==> src/rtl/aux_pal_pkg.sv <==
package aux_pal_pkg;

  typedef enum logic [1:0] {
    SEL_WADDR = 2'd0,
    SEL_DATA  = 2'd1,
    SEL_RADDR = 2'd2,
    SEL_SPARE = 2'd3
  } reg_sel_e;

  typedef enum logic [1:0] {
    POS_RED   = 2'd0,
    POS_GREEN = 2'd1,
    POS_BLUE  = 2'd2
  } comp_pos_e;

  localparam logic [7:0] STATUS_RD_LOADED = 8'h03;

endpackage

==> src/rtl/aux_pal_seq.sv <==
module aux_pal_seq
  import aux_pal_pkg::*;
#(
  parameter int IDX_W  = 4,
  parameter int COMP_W = 8
) (
  input  logic              clk,
  input  logic              rst_n,
  input  logic              wr_acc,
  input  logic              rd_acc,
  input  reg_sel_e          sel,
  input  logic [COMP_W-1:0] wdata,
  output logic [IDX_W-1:0]  widx,
  output logic [IDX_W-1:0]  ridx,
  output comp_pos_e         pos,
  output logic [7:0]        status,
  output logic [COMP_W-1:0] held_r,
  output logic [COMP_W-1:0] held_g,
  output logic              commit,
  output logic              data_rd
);

  logic data_wr;
  logic [IDX_W-1:0] load_val;

  function automatic logic [IDX_W-1:0] idx_step(input logic [IDX_W-1:0] i, input logic up);
    return up ? IDX_W'(i + 1'b1) : IDX_W'(i - 1'b1);
  endfunction

  assign load_val = wdata[IDX_W-1:0];
  assign data_wr  = wr_acc && (sel == SEL_DATA);
  assign data_rd  = rd_acc && (sel == SEL_DATA);
  assign commit   = data_wr && (pos == POS_BLUE);

  always_ff @(posedge clk) begin
    if (!rst_n) begin
      widx   <= '0;
      ridx   <= '0;
      pos    <= POS_RED;
      status <= '0;
      held_r <= '0;
      held_g <= '0;
    end else if (wr_acc && sel == SEL_WADDR) begin
      widx   <= load_val;
      ridx   <= idx_step(load_val, 1'b0);
      pos    <= POS_RED;
      status <= '0;
    end else if (wr_acc && sel == SEL_RADDR) begin
      ridx   <= load_val;
      pos    <= POS_RED;
      status <= STATUS_RD_LOADED;
    end else if (data_wr) begin
      status <= '0;
      unique case (pos)
        POS_RED:   begin held_r <= wdata; pos <= POS_GREEN; end
        POS_GREEN: begin held_g <= wdata; pos <= POS_BLUE;  end
        default:   begin widx <= idx_step(widx, 1'b1); pos <= POS_RED; end
      endcase
    end else if (data_rd) begin
      status <= '0;
      unique case (pos)
        POS_RED:   pos <= POS_GREEN;
        POS_GREEN: pos <= POS_BLUE;
        default:   begin ridx <= idx_step(ridx, 1'b1); pos <= POS_RED; end
      endcase
    end
  end

  // write-address load leaves read index one below write index
  assert_addr_load_R2: assert property (@(posedge clk) disable iff (!rst_n)
    (wr_acc && sel == SEL_WADDR) |=> (IDX_W'(widx - 1'b1) == ridx && pos == POS_RED));

  assert_commit_adv_R4: assert property (@(posedge clk) disable iff (!rst_n)
    commit |=> (widx == IDX_W'($past(widx) + 1'b1)));

  assert_read_wrap_R5: assert property (@(posedge clk) disable iff (!rst_n)
    (data_rd && pos == POS_BLUE) |=> (ridx == IDX_W'($past(ridx) + 1'b1) && pos == POS_RED));

  assert_pos_legal_R5: assert property (@(posedge clk) disable iff (!rst_n)
    pos != SEL_SPARE);

  assert_status_clear_R6: assert property (@(posedge clk) disable iff (!rst_n)
    (data_wr || data_rd) |=> (status == 8'h00));

endmodule

==> src/rtl/aux_pal_store.sv <==
module aux_pal_store
  import aux_pal_pkg::*;
#(
  parameter int ENTRIES = 16,
  parameter int COMP_W  = 8,
  parameter int RD_W    = 6,
  localparam int IDX_W  = $clog2(ENTRIES),
  localparam int ENT_W  = 3 * COMP_W
) (
  input  logic              clk,
  input  logic              rst_n,
  input  logic              commit,
  input  logic [IDX_W-1:0]  widx,
  input  logic [ENT_W-1:0]  wentry,
  input  logic [IDX_W-1:0]  ridx,
  input  comp_pos_e         pos,
  output logic [COMP_W-1:0] rcomp
);

  logic [ENT_W-1:0] mem [ENTRIES];
  logic [ENT_W-1:0] rentry;
  logic [COMP_W-1:0] raw;

  function automatic logic [COMP_W-1:0] trim_comp(input logic [COMP_W-1:0] c);
    logic [COMP_W-1:0] keep;
    keep = '0;
    keep[RD_W-1:0] = '1;
    return c & keep;
  endfunction

  always_ff @(posedge clk) begin
    if (!rst_n) begin
      for (int e = 0; e < ENTRIES; e++) mem[e] <= '0;
    end else if (commit) begin
      mem[widx] <= wentry;
    end
  end

  assign rentry = mem[ridx];

  always_comb begin
    unique case (pos)
      POS_RED:   raw = rentry[3*COMP_W-1:2*COMP_W];
      POS_GREEN: raw = rentry[2*COMP_W-1:COMP_W];
      default:   raw = rentry[COMP_W-1:0];
    endcase
  end

  assign rcomp = trim_comp(raw);

  assert_rd_mask_R5: assert property (@(posedge clk) disable iff (!rst_n)
    rcomp[COMP_W-1:RD_W] == '0);

endmodule

==> src/rtl/aux_cursor_palette.sv <==
module aux_cursor_palette
  import aux_pal_pkg::*;
#(
  parameter int ENTRIES = 16,
  parameter int COMP_W  = 8,
  parameter int RD_W    = 6,
  localparam int IDX_W  = $clog2(ENTRIES),
  localparam int ENT_W  = 3 * COMP_W
) (
  input  logic              clk,
  input  logic              rst_n,
  input  logic [1:0]        reg_sel,
  input  logic              wr_en,
  input  logic              rd_en,
  input  logic [COMP_W-1:0] wr_data,
  output logic [COMP_W-1:0] rd_data,
  output logic              rd_valid,
  input  logic              ovs_en,
  output logic [ENT_W-1:0]  ovs_color
);

  reg_sel_e         sel;
  logic             wr_acc, rd_acc;
  logic [IDX_W-1:0] widx, ridx;
  comp_pos_e        pos;
  logic [7:0]       status;
  logic [COMP_W-1:0] held_r, held_g, rcomp;
  logic             commit, data_rd;
  logic [ENT_W-1:0] wentry;
  logic             commit_ovs;
  logic [COMP_W-1:0] rd_mux;

  assign sel    = reg_sel_e'(reg_sel);
  assign wr_acc = wr_en;
  assign rd_acc = rd_en && !wr_en;
  assign wentry = {held_r, held_g, wr_data};
  assign commit_ovs = commit && ovs_en && (widx == '0);

  aux_pal_seq #(.IDX_W(IDX_W), .COMP_W(COMP_W)) u_seq (
    .clk(clk), .rst_n(rst_n), .wr_acc(wr_acc), .rd_acc(rd_acc), .sel(sel),
    .wdata(wr_data), .widx(widx), .ridx(ridx), .pos(pos), .status(status),
    .held_r(held_r), .held_g(held_g), .commit(commit), .data_rd(data_rd)
  );

  aux_pal_store #(.ENTRIES(ENTRIES), .COMP_W(COMP_W), .RD_W(RD_W)) u_store (
    .clk(clk), .rst_n(rst_n), .commit(commit), .widx(widx), .wentry(wentry),
    .ridx(ridx), .pos(pos), .rcomp(rcomp)
  );

  always_comb begin
    rd_mux = '0;
    unique case (sel)
      SEL_WADDR: rd_mux[IDX_W-1:0] = widx;
      SEL_DATA:  rd_mux = rcomp;
      SEL_RADDR: rd_mux = COMP_W'(status);
      default:   rd_mux = '0;
    endcase
  end

  always_ff @(posedge clk) begin
    if (!rst_n) begin
      rd_data  <= '0;
      rd_valid <= 1'b0;
    end else begin
      rd_valid <= rd_acc;
      if (rd_acc) rd_data <= rd_mux;
    end
  end

  always_ff @(posedge clk) begin
    if (!rst_n) ovs_color <= '0;
    else if (commit_ovs) ovs_color <= wentry;
  end

  assert_ovs_hold_R7: assert property (@(posedge clk) disable iff (!rst_n)
    !commit_ovs |=> $stable(ovs_color));

  assert_ovs_load_R7: assert property (@(posedge clk) disable iff (!rst_n)
    commit_ovs |=> (ovs_color[COMP_W-1:0] == $past(wr_data)));

  assert_collide_R9: assert property (@(posedge clk) disable iff (!rst_n)
    (wr_en && rd_en) |=> !rd_valid);

  assert_rd_latency_R10: assert property (@(posedge clk) disable iff (!rst_n)
    rd_en |=> (rd_valid == !$past(wr_en)));

endmodule

==> config.mk <==
export PLATFORM = sky130hd
export DESIGN_NAME = aux_cursor_palette
export DESIGN_NICKNAME = d
export VERILOG_FILES = /design/src/rtl/aux_pal_pkg.sv /design/src/rtl/aux_pal_seq.sv /design/src/rtl/aux_pal_store.sv /design/src/rtl/aux_cursor_palette.sv
export SDC_FILE = /design/constraint.sdc
export NUM_CORES = 1
export LEC_CHECK = 0
export BUFFER_PORTS_ARGS = -buffer_cell sky130_fd_sc_hd__buf_2
export CORE_MARGIN = 2
export CORE_UTILIZATION = 40
export DETAILED_ROUTE_END_ITERATION = 12
export SLEW_MARGIN = 20
export SYNTH_ARGS = -nofsm -noshare
export SYNTH_HDL_FRONTEND = slang
export SYNTH_SLANG_ARGS = --single-unit
export TNS_END_PERCENT = 5
==> constraint.sdc <==
create_clock -name clk -period 4.4 [get_ports clk]
set_clock_uncertainty 0.15 [all_clocks]
set_input_delay 0.66 -clock clk [delete_from_list [all_inputs] [get_ports clk]]
set_output_delay 0.66 -clock clk [all_outputs]
set_load 0.01 [all_outputs]
==> results.toml <==
[cts]
cts_root_buf = "clkbuf_16"
post_cts.repair.setup_buffers = 0
cts_buffers = 38
cts.repair.resized = 0
cts_tree = "built"
clock-sinks = 350
clk_path_buf_depth = 3
worstSkewPairLatency_ns = 0.55
cts.clk_slew.worst_paths_ns = 0.06
hold_buffers = 0
htreeDepth = 2

[global_routing]
gr-usage-all-layers_pct = 21.3
antenna_found_initial = 0
grt-ovfl-total = 0
grt_pass1_wl_um = 64100
grt_max_degree = 59
grt_pass1_vias = 9626

[timing]
relSlewSlack_pct = 29.3
fin_crit_sh_pct = 74.0
min_period_ns = 3.26
timing_hold_violations_final = 0
slew_violations = 0
setup_viol = 0
fin_setup_tns_ns = 0
rsz0062_at_grt = "false"
timing.final.ws_setup_ns = 1.14
worst_slew_pin_slew_ns = 1.06
fmax_ghz = 0.307

[synthesis]
ys_seq_elements = 350
synth_edf_count = 288
synth_top_family_by_area = "simple AND/OR/NAND/NOR gates"
synth_xor_area_share_pct = 0.389
synth_mux_area_share_pct = 11.8
yosys_most_used_dff = "edfxtp_1"
synth_compound_area_share_pct = 4.44
yosysWarnings = 0
synthCells = 1168
synth_cell_types = 52
yosys.area_share.simple_pct = 16.9
synth.avg_cell_area_sq_um = 13.5
async_flop_share_pct = 0
yosys.area_share.adder_pct = 0.476
ys_seq_area_share_pct = 62.8
syn-cell-area_sq_um = 15800

[cells_and_area]
nNetsFinal = 1215
drive_gt1_share_pct = 20.1
layout_common_cells = "edfxtp_1, and2_1, nand2_1"
n_antenna_cell = 0
final_common_cell = "edfxtp_1"
finalNonFillerCells = 1742
syn2layout_area_growth_pct = 12.2

[floorplanning]
ioPinCount = 48
start_util_pct = 40.7
die_area_sq_um = 41000
fp.dieH_um = 202
dieWidth_um = 202
coreArea_sq_um = 38700
fp-row-count = 72

[power_and_ir_drop]
p_int_w = 0.00554
leakage_nw = 6.19
sw_frac_of_total_pct = 23.0
p_clk_share_pct = 41.6
powerDensity_nw_per_um2 = 407
switching_power_w = 0.00166
power_frac_seq_pct = 52.1
pwr-share-comb_pct = 6.3
irDropWorstVdd_v = 0.000266

[routing]
finalWirelength_um = 42900
route.detailed.drc = 0
drt-initial-drc-count = 901
via_per_inst = 5.53
routed-via-count = 9625
detail-route-antenna-nets = 0
drtPass1Iterations = 4
avgRoutedWirePerCell_um = 24.6

[placement]
place_inst = 1672
dp_hpwl_um = 25900
place_ws_ns = 1.06
routabilityCongestion = 0.852
port_buffers = 45

[worst_hold_path]
hp-class = "in -> reg"
worstHoldPathCells = 3

[setup_path]
cpMaxStageDelayCell = "nor2_2"
cp_max_fo = 16
reg2reg_depth = 5
crit_chain = "nand2b_1 > nor3_2 > nand2_1 > nor2_2 > and2_1"
criticalPathCategory = "reg -> reg"
max_stage_delay_ns = 0.90
endpoint_kind = "flop"
critPathLaunchType = "flop"
required_ns = 4.64
crit_arrival_ns = 3.50

[status]
status = "completed"

[flow_run]
drv_cap = 0
==> kinds of logic after synthesis <==
| family | count (synthesis) |
|---|---|
| AO/OA/AOI/OAI | 121 |
| XOR/XNOR | 7 |
| multiplexers | 98 |
| buffers and inverters | 104 |
| adder cells (fa/ha/maj) | 6 |
| AND/OR/NAND/NOR | 481 |
| other | 1 |
| flip-flops | 350 |
==> registers in the layout, indices dropped and copies added (netlist names), named ones only <==
name / cells
ovs_color: 24
rd_data: 6
rd_valid: 1
u_seq.held_g: 8
u_seq.held_r: 8
u_seq.pos: 2
u_seq.ridx: 4
u_seq.status: 1
u_seq.widx: 4
u_store.mem: 288
==> final timing paths <==
path / start / to / slack [ns]
max: u_seq.pos[1] / u_store.mem[15][17] / 1.14
min: wr_data[6] / u_seq.held_g[6] / 0.25
max reg2reg: u_seq.pos[1] / u_store.mem[15][17] / 1.14
min reg2reg: ovs_color[14] / ovs_color[14] / 0.30
==> cells in the mapped netlist (8+ instances only) <==
cell type	count	area (sq um)
edfxtp_1	288	8650
and2_1	257	1610
nand2_1	95	357
mux4_2	66	1490
dfxtp_1	62	1240
a21oi_1	48	240
clkbuf_1	45	169
nor3_1	40	200
o21ai_0	37	185
nor2_1	30	113
buf_2	24	120
mux2i_1	22	220
nand3_1	12	60.1
nor2_2	12	75.1
nand2b_1	11	68.8
buf_4	10	75.1
a211oi_1	8	60.1
a22oi_1	8	60.1
o22ai_1	8	50.1
==> cell type report <==
class,instances,area (sq um)
Timing Repair Buffer,79,493
Multi-Input combinational cell,715,5440
Clock buffer,55,1070
Inverter,10,37.5
Fill cell,3476,21100
Tap cell,518,648
Sequential cell,350,9900
Clock inverter,15,90.1
==> worst max-delay path: cells and delay by family (launching register included) <==
family        cells  cell delay [ns]
flops             1             0.71
simple gates      5             2.22
==> layer usage <==
| metal | vias up | global-route usage, % | part of all wire (%) |
|---|---|---|---|
| li1 | 4303 | - | - |
| met1 | 4873 | 30.0 | 43 |
| met2 | 374 | 33.5 | 46 |
| met3 | 75 | 3.84 | 7.7 |
| met4 | 0 | 7.25 | 3.1 |
| met5 | - | 0 | 0 |
==> per-stage QoR <==
step	power (W)	area, sq um	hold WS, ns	util [%]
floorplan	0.00409	15800	0.283	-
global placement	0.00427	16500	0.287	42.6
detailed placement	0.00428	16500	0.293	42.6
CTS	0.00726	17700	0.225	45.6
global route	0.00741	17700	0.239	45.6
finish	0.00720	17700	0.246	45.6
==> power groups by stage <==
stage / clock (W) / sequential (W) / combinational (W)
finish: 0.00299 / 0.00375 / 0.000457
global route: 0.00316 / 0.00376 / 0.000486
CTS: 0.00305 / 0.00375 / 0.000458
detailed placement: 0 / 0.00382 / 0.000457
global placement: 0 / 0.00382 / 0.000453
floorplan: 0 / 0.00377 / 0.000320
Note: power is estimated with default switching activity, not from simulation.
